[config.mk]
export PLATFORM = sky130hd
export DESIGN_NAME = pcam_top
export DESIGN_NICKNAME = d
export VERILOG_FILES = /design/src/rtl/pcam_pkg.sv /design/src/rtl/pcam_param_extract.sv /design/src/rtl/pcam_entry.sv /design/src/rtl/pcam_resolve.sv /design/src/rtl/pcam_top.sv
export SDC_FILE = /design/constraint.sdc
export NUM_CORES = 1
export LEC_CHECK = 0
export ABC_AREA = 1
export CORE_MARGIN = 10
export CORE_UTILIZATION = 45
export CTS_CLUSTER_SIZE = 10
export DETAILED_ROUTE_END_ITERATION = 8
export PLACE_DENSITY = 0.61
export SLEW_MARGIN = 20
export SYNTH_ARGS = -nofsm -noshare
export SYNTH_HDL_FRONTEND = slang
export SYNTH_SLANG_ARGS = --single-unit
[constraint.sdc]
create_clock -name clk -period 5.8 [get_ports clk]
set_input_delay 1.45 -clock clk [delete_from_list [all_inputs] [get_ports clk]]
set_output_delay 1.45 -clock clk [all_outputs]
set_load 0.01 [all_outputs]
[src/rtl/pcam_pkg.sv]
package pcam_pkg;

   // Implementation choices for the ones-count extractor
   localparam int CNT_STYLE_LOOP  = 0;
   localparam int CNT_STYLE_CHUNK = 1;

   // Width of the partial counters used by the chunked extractor
   localparam int CHUNK_BITS = 4;
   localparam int CHUNK_CNT_W = $clog2(CHUNK_BITS + 1);

endpackage

[src/rtl/pcam_param_extract.sv]
module pcam_param_extract #(
   parameter int DATA_W    = 14,
   parameter int PAR_W     = $clog2(DATA_W + 2),
   parameter int CNT_STYLE = pcam_pkg::CNT_STYLE_CHUNK
) (
   input  logic [DATA_W-1:0] data_i,
   output logic [PAR_W-1:0]  par_o
);
   import pcam_pkg::*;

   initial begin
      if (PAR_W < $clog2(DATA_W + 1)) $error("pcam_param_extract: PAR_W too narrow");
   end

   generate
      if (CNT_STYLE == CNT_STYLE_LOOP) begin : g_loop
         always_comb begin
            par_o = '0;
            for (int i = 0; i < DATA_W; i++) begin
               par_o = par_o + PAR_W'(data_i[i]);
            end
         end
      end else begin : g_chunk
         localparam int NCH = (DATA_W + CHUNK_BITS - 1) / CHUNK_BITS;
         logic [NCH*CHUNK_BITS-1:0] padded;
         logic [CHUNK_CNT_W-1:0]    part [NCH];

         always_comb begin
            padded = '0;
            padded[DATA_W-1:0] = data_i;
         end

         for (genvar c = 0; c < NCH; c++) begin : g_part
            always_comb begin
               part[c] = '0;
               for (int b = 0; b < CHUNK_BITS; b++) begin
                  part[c] = part[c] + CHUNK_CNT_W'(padded[c*CHUNK_BITS + b]);
               end
            end
         end

         always_comb begin
            par_o = '0;
            for (int c = 0; c < NCH; c++) begin
               par_o = par_o + PAR_W'(part[c]);
            end
         end
      end
   endgenerate

endmodule

[src/rtl/pcam_entry.sv]
module pcam_entry #(
   parameter int DATA_W = 14,
   parameter int PAR_W  = $clog2(DATA_W + 2)
) (
   input  logic              clk,
   input  logic              rst_n,
   input  logic              wr_i,
   input  logic              inv_i,
   input  logic [DATA_W-1:0] wdata_i,
   input  logic [PAR_W-1:0]  wpar_i,
   input  logic [DATA_W-1:0] key_i,
   input  logic [PAR_W-1:0]  kpar_i,
   output logic              pass_o,
   output logic              hit_o
);
   logic [DATA_W-1:0] data_q;
   logic [PAR_W-1:0]  par_q;
   logic              inv_q;

   always_ff @(posedge clk or negedge rst_n) begin
      if (!rst_n) begin
         data_q <= '0;
         par_q  <= '0;
      end else if (wr_i) begin
         data_q <= wdata_i;
         par_q  <= wpar_i;
      end
   end

   // Invalidation has priority over a write to the same entry
   always_ff @(posedge clk or negedge rst_n) begin
      if (!rst_n)      inv_q <= 1'b1;
      else if (inv_i)  inv_q <= 1'b1;
      else if (wr_i)   inv_q <= 1'b0;
   end

   // Stage one: tag filter. Stage two: word compare, enabled by stage one
   always_comb begin
      pass_o = !inv_q && (par_q == kpar_i);
      hit_o  = 1'b0;
      if (pass_o) hit_o = (data_q == key_i);
   end

endmodule

[src/rtl/pcam_resolve.sv]
module pcam_resolve #(
   parameter int DEPTH = 16,
   parameter int IDX_W = $clog2(DEPTH),
   parameter int CNT_W = $clog2(DEPTH + 1)
) (
   input  logic [DEPTH-1:0] hit_vec_i,
   input  logic [DEPTH-1:0] pass_vec_i,
   output logic             any_o,
   output logic [IDX_W-1:0] idx_o,
   output logic [CNT_W-1:0] cnt_o
);
   // Lowest index wins: scan downwards so the last assignment is the lowest
   always_comb begin
      any_o = 1'b0;
      idx_o = '0;
      for (int i = DEPTH - 1; i >= 0; i--) begin
         if (hit_vec_i[i]) begin
            any_o = 1'b1;
            idx_o = IDX_W'(i);
         end
      end
   end

   always_comb begin
      cnt_o = '0;
      for (int i = 0; i < DEPTH; i++) begin
         cnt_o = cnt_o + CNT_W'(pass_vec_i[i]);
      end
   end

endmodule

[src/rtl/pcam_top.sv]
module pcam_top #(
   parameter int DATA_W    = 14,
   parameter int DEPTH     = 16,
   parameter int CNT_STYLE = pcam_pkg::CNT_STYLE_CHUNK,
   localparam int PAR_W    = $clog2(DATA_W + 2),
   localparam int IDX_W    = $clog2(DEPTH),
   localparam int CNT_W    = $clog2(DEPTH + 1)
) (
   input  logic              clk,
   input  logic              rst_n,
   input  logic              wr_en,
   input  logic [IDX_W-1:0]  wr_addr,
   input  logic [DATA_W-1:0] wr_data,
   input  logic              inv_en,
   input  logic [IDX_W-1:0]  inv_addr,
   input  logic              srch_start,
   input  logic [DATA_W-1:0] srch_key,
   output logic              res_vld,
   output logic              hit,
   output logic [IDX_W-1:0]  hit_idx,
   output logic [CNT_W-1:0]  cmp_cnt
);
   initial begin
      if (DATA_W < 1) $error("pcam_top: DATA_W must be positive");
      if (DEPTH < 2)  $error("pcam_top: DEPTH must be at least 2");
      if (CNT_STYLE != pcam_pkg::CNT_STYLE_LOOP && CNT_STYLE != pcam_pkg::CNT_STYLE_CHUNK)
         $error("pcam_top: unknown CNT_STYLE");
   end

   logic [PAR_W-1:0] wpar;
   logic [PAR_W-1:0] kpar;
   logic [DEPTH-1:0] pass_vec;
   logic [DEPTH-1:0] hit_vec;
   logic             any_c;
   logic [IDX_W-1:0] idx_c;
   logic [CNT_W-1:0] cnt_c;

   pcam_param_extract #(.DATA_W(DATA_W), .PAR_W(PAR_W), .CNT_STYLE(CNT_STYLE)) u_wr_extract (
      .data_i (wr_data),
      .par_o  (wpar)
   );

   pcam_param_extract #(.DATA_W(DATA_W), .PAR_W(PAR_W), .CNT_STYLE(CNT_STYLE)) u_key_extract (
      .data_i (srch_key),
      .par_o  (kpar)
   );

   generate
      for (genvar e = 0; e < DEPTH; e++) begin : g_entry
         logic wsel;
         logic isel;
         assign wsel = wr_en  && (wr_addr  == IDX_W'(e));
         assign isel = inv_en && (inv_addr == IDX_W'(e));

         pcam_entry #(.DATA_W(DATA_W), .PAR_W(PAR_W)) u_entry (
            .clk     (clk),
            .rst_n   (rst_n),
            .wr_i    (wsel),
            .inv_i   (isel),
            .wdata_i (wr_data),
            .wpar_i  (wpar),
            .key_i   (srch_key),
            .kpar_i  (kpar),
            .pass_o  (pass_vec[e]),
            .hit_o   (hit_vec[e])
         );
      end
   endgenerate

   pcam_resolve #(.DEPTH(DEPTH), .IDX_W(IDX_W), .CNT_W(CNT_W)) u_resolve (
      .hit_vec_i  (hit_vec),
      .pass_vec_i (pass_vec),
      .any_o      (any_c),
      .idx_o      (idx_c),
      .cnt_o      (cnt_c)
   );

   always_ff @(posedge clk or negedge rst_n) begin
      if (!rst_n) res_vld <= 1'b0;
      else        res_vld <= srch_start;
   end

   always_ff @(posedge clk or negedge rst_n) begin
      if (!rst_n) begin
         hit     <= 1'b0;
         hit_idx <= '0;
         cmp_cnt <= '0;
      end else if (srch_start) begin
         hit     <= any_c;
         hit_idx <= idx_c;
         cmp_cnt <= cnt_c;
      end
   end

endmodule

==> results.md <==
- CP most frequent cell: inv_2
- RSZ-0062 raised after global routing: true
- Largest area contributor in the netlist: dfrtp_1
- Via count of the first global-routing pass: 14,500
- GR Util All Layers: 0.238
- Endpoint type of the worst setup path: flip-flop
- Fin crit share: 1.35
- Area post-placement: 0.0185 mm^2
- Clock latency on the worst-skew pair: about 0.55 ns
- 1st-iter DRT viols: 1,268
- CP startpoint kind: input pin
- CTS max path bufs: 3
- Dpl cells: approximately 2,700
- I/O Buffers: between 50 and 60
- Post-Syn Instances: around 2,200
- Syn_area_per_cell: between 7 and 8 um^2
- Hpwl dp: ~37 mm
- Design area: around 0.020 mm^2
- Ys async rst share: 1.00
- Pwr/cell area: around 440 mW/mm^2
- Arr. time, crit path: between 8 and 9 ns
- Top-count cell post-synth: nand2_1
- Max Clock Freq: roughly 130 MHz
- Number of flops mapped to enable cells by yosys: 0
- First-pass GRT wire length: ~85 mm
- Number of max-cap violations: 0
- CP Class: input pin to flip-flop
- Violated checks: negative setup slack
- Full die area: roughly 0.046 mm^2
- Crit path buf inv count: 11
- Worst Path Max Fanout: 3
- CP top delay family: adder cells
- Reg2Reg Setup Slack: roughly 1.3 ns
- Detailed-router iteration count before antenna repair: 5
- Top cells by area, synth: dfrtp_1 44%, nand2_1 12%, o21ai_0 7.8%
- Final ANT Viol Nets: 0
- Ant. Diodes: 0
- Final Util: 0.528
- Share of Yosys cell area claimed by the top area cell type: 0.436
- Hold Buf Count CTS: 0
- Worst-margin pin slew: roughly 1.2 ns
- Yosys cell types: a little over 50
- Critical R2R Launch: g_entry[1].u_entry.par_q[0]
- Final setup fails: 5
- Syn Nets: roughly 2,300
- Final wirelength: around 55 mm
- Io pins: 52
- # nets final: between 2,000 and 2,500
- Worst Skew: about 0.012 ns
- Worst path max stage delay: ~0.52 ns
- Antenna violations before repair: 0
- Post-synth top cells: 568 x nand2_1, 299 x dfrtp_1, 268 x inv_1
- Slew Limit Fails: 0
- Crit path time final: just under 8 ns
- Seq/Total Area, Yosys: 0.461
- Drt wl/cell: a little under 20 um
- Initial core utilization: 0.455
- Synth warn: 0
- Outcome: finished, violations left
- Cell Rows: slightly above 70
- Slowest CP cell: fa_1
- Sum of negative setup slack: -9.58 ns
- Clock sink count: approximately 320
- Beginning of the critical path: srch_key[4]
- H-tree depth: 2
- DRC: 0
- Worst setup margin: -2.02 ns
- Synth-to-layout area growth: 15.9%
- Worst EP required: 6.24 ns
- Slew headroom: 0.204
- Number of synthesized register bits: roughly 320
- Final hold vios: 0
- Die Width: 215 um
- CTS buffer count: 39
- Layout cells sized above 1: 0.118
- RD Place Congestion: approximately 0.90
- Post-synth top flop: dfrtp_1
- Clock Tree Root: clkbuf_16
- Cell leakage power: 9.30 nW
- Cell Area, Synth: ~0.017 mm^2
- Hold Crit Class: flip-flop to flip-flop
- Die height: 215 um
- Worst vdd ir: roughly 0.21 mV
- TritonCTS clock tree: done
- Finished Layout Cells: ~2,800
- Clk slew on worst S/H paths: roughly 0.050 ns
- DR vias/cell: roughly 5.3
- Hold Path Origin: hit_idx[0]
- Vias: 14,800
- Pin count of the biggest net entering global routing: 95
- Core region area: ~0.038 mm^2
- Gr ovfl total: 0
-- power breakdown --
part / switching, mW / internal (mW)
combinational: 1.97 / 1.31
sequential: 0.396 / 2.83
clock: 0.920 / 1.30
-- routing by layer --
layer / share of wire / GRT usage / vias to the layer above
li1: - / - / 7023
met1: 0.44 / 0.324 / 7119
met2: 0.44 / 0.363 / 501
met3: 0.077 / 0.0487 / 107
met4: 0.039 / 0.0950 / 0
met5: 0 / 0 / -
-- layout by cell type, fill, tap and decap left out, types with 4 or more instances in the layout --
cell	n
nand2_1	563
dfrtp_1	299
o21ai_0	263
inv_1	257
nor2_1	196
buf_4	105
a21oi_1	59
xnor2_1	53
nand3_1	47
clkdlybuf4s50_1	41
clkbuf_16	39
xor2_1	38
nand4_1	38
nor4_1	28
inv_2	26
fa_1	20
nor3_1	19
ha_1	19
dfstp_2	16
o22ai_1	13
nor2_2	13
or2_2	11
clkbuf_1	11
nand2_2	7
fa_2	6
o21ai_1	5
ha_4	5
buf_6	5
a211oi_1	4
o211ai_1	4
nor3_2	4
o2111ai_1	4
clkinv_1	4
nand3b_1	4
-- layout make-up --
cell class / instances / area (um^2)
Timing Repair Buffer: 161 / 1390
Multi-Input combinational cell: 1457 / 7750
Clock inverter: 4 / 48.8
Tap cell: 511 / 639
Fill cell: 3603 / 17800
Clock buffer: 53 / 1060
Sequential cell: 315 / 7900
Inverter: 290 / 1090
-- state kept, by name, indices dropped and copies added (netlist names) --
signal                  flops
g_entry.u_entry.data_q    224
g_entry.u_entry.par_q      64
cmp_cnt                     5
res_vld                     1
hit_idx                     4
g_entry.u_entry.inv_q      16
hit                         1
-- worst register-to-register path, cell delays in order (launching register included) --
cell and delay [ns]:
dfrtp_1 0.39, a21oi_1 0.15, o221ai_1 0.17, a2111oi_4 0.33, ha_1 0.30, inv_2 0.06, fa_1 0.44, fa_1 0.50
fa_1 0.52, inv_2 0.04, fa_1 0.50, inv_2 0.04, fa_2 0.33, inv_2 0.08, fa_2 0.42, nand2_2 0.07
nand2_1 0.05
-- through the flow --
step	setup WS, ns	hold WS (ns)	power (mW)
6_report	-2.02	0.477	8.73
5_1_grt	-2.27	0.498	9.35
4_1_cts	-2.07	0.484	8.69
3_5_place_dp	-2.98	0.469	6.29
3_3_place_gp	-2.87	0.469	6.19
2_1_floorplan	-2.34	0.450	5.23
-- final timing paths --
path                                            endpoint  cells past startpoint
setup / recovery                              cmp_cnt[1]                     33
hold / removal                                hit_idx[0]                      2
setup reg to reg                              cmp_cnt[1]                     16
hold reg to reg                               hit_idx[0]                      2
max in group asynchronous  g_entry[14].u_entry.data_q[8]                      2
min in group asynchronous  g_entry[11].u_entry.data_q[1]                      1
-- cells by family (layout without fill, tap and decap cells) --
| logic type | after synthesis | count (layout) | synth area share |
|---|---|---|---|
| fa+ha+maj | 51 | 51 | 0.0486 |
| flops | 315 | 315 | 0.461 |
| simple gates | 944 | 944 | 0.229 |
| buf+inv | 405 | 508 | 0.0993 |
| xor+xnor | 94 | 94 | 0.0480 |
| compound gates | 368 | 368 | 0.114 |
-- timing repair --
item / in CTS / in global routing
setup endpoints to repair: 10 / 10
resized for setup: 57 / 16
setup buffers: 7 / 3
pin swaps: 26 / 24
cloned: 0 / 0
No activity file was read; power rests on OpenSTA's default activity.
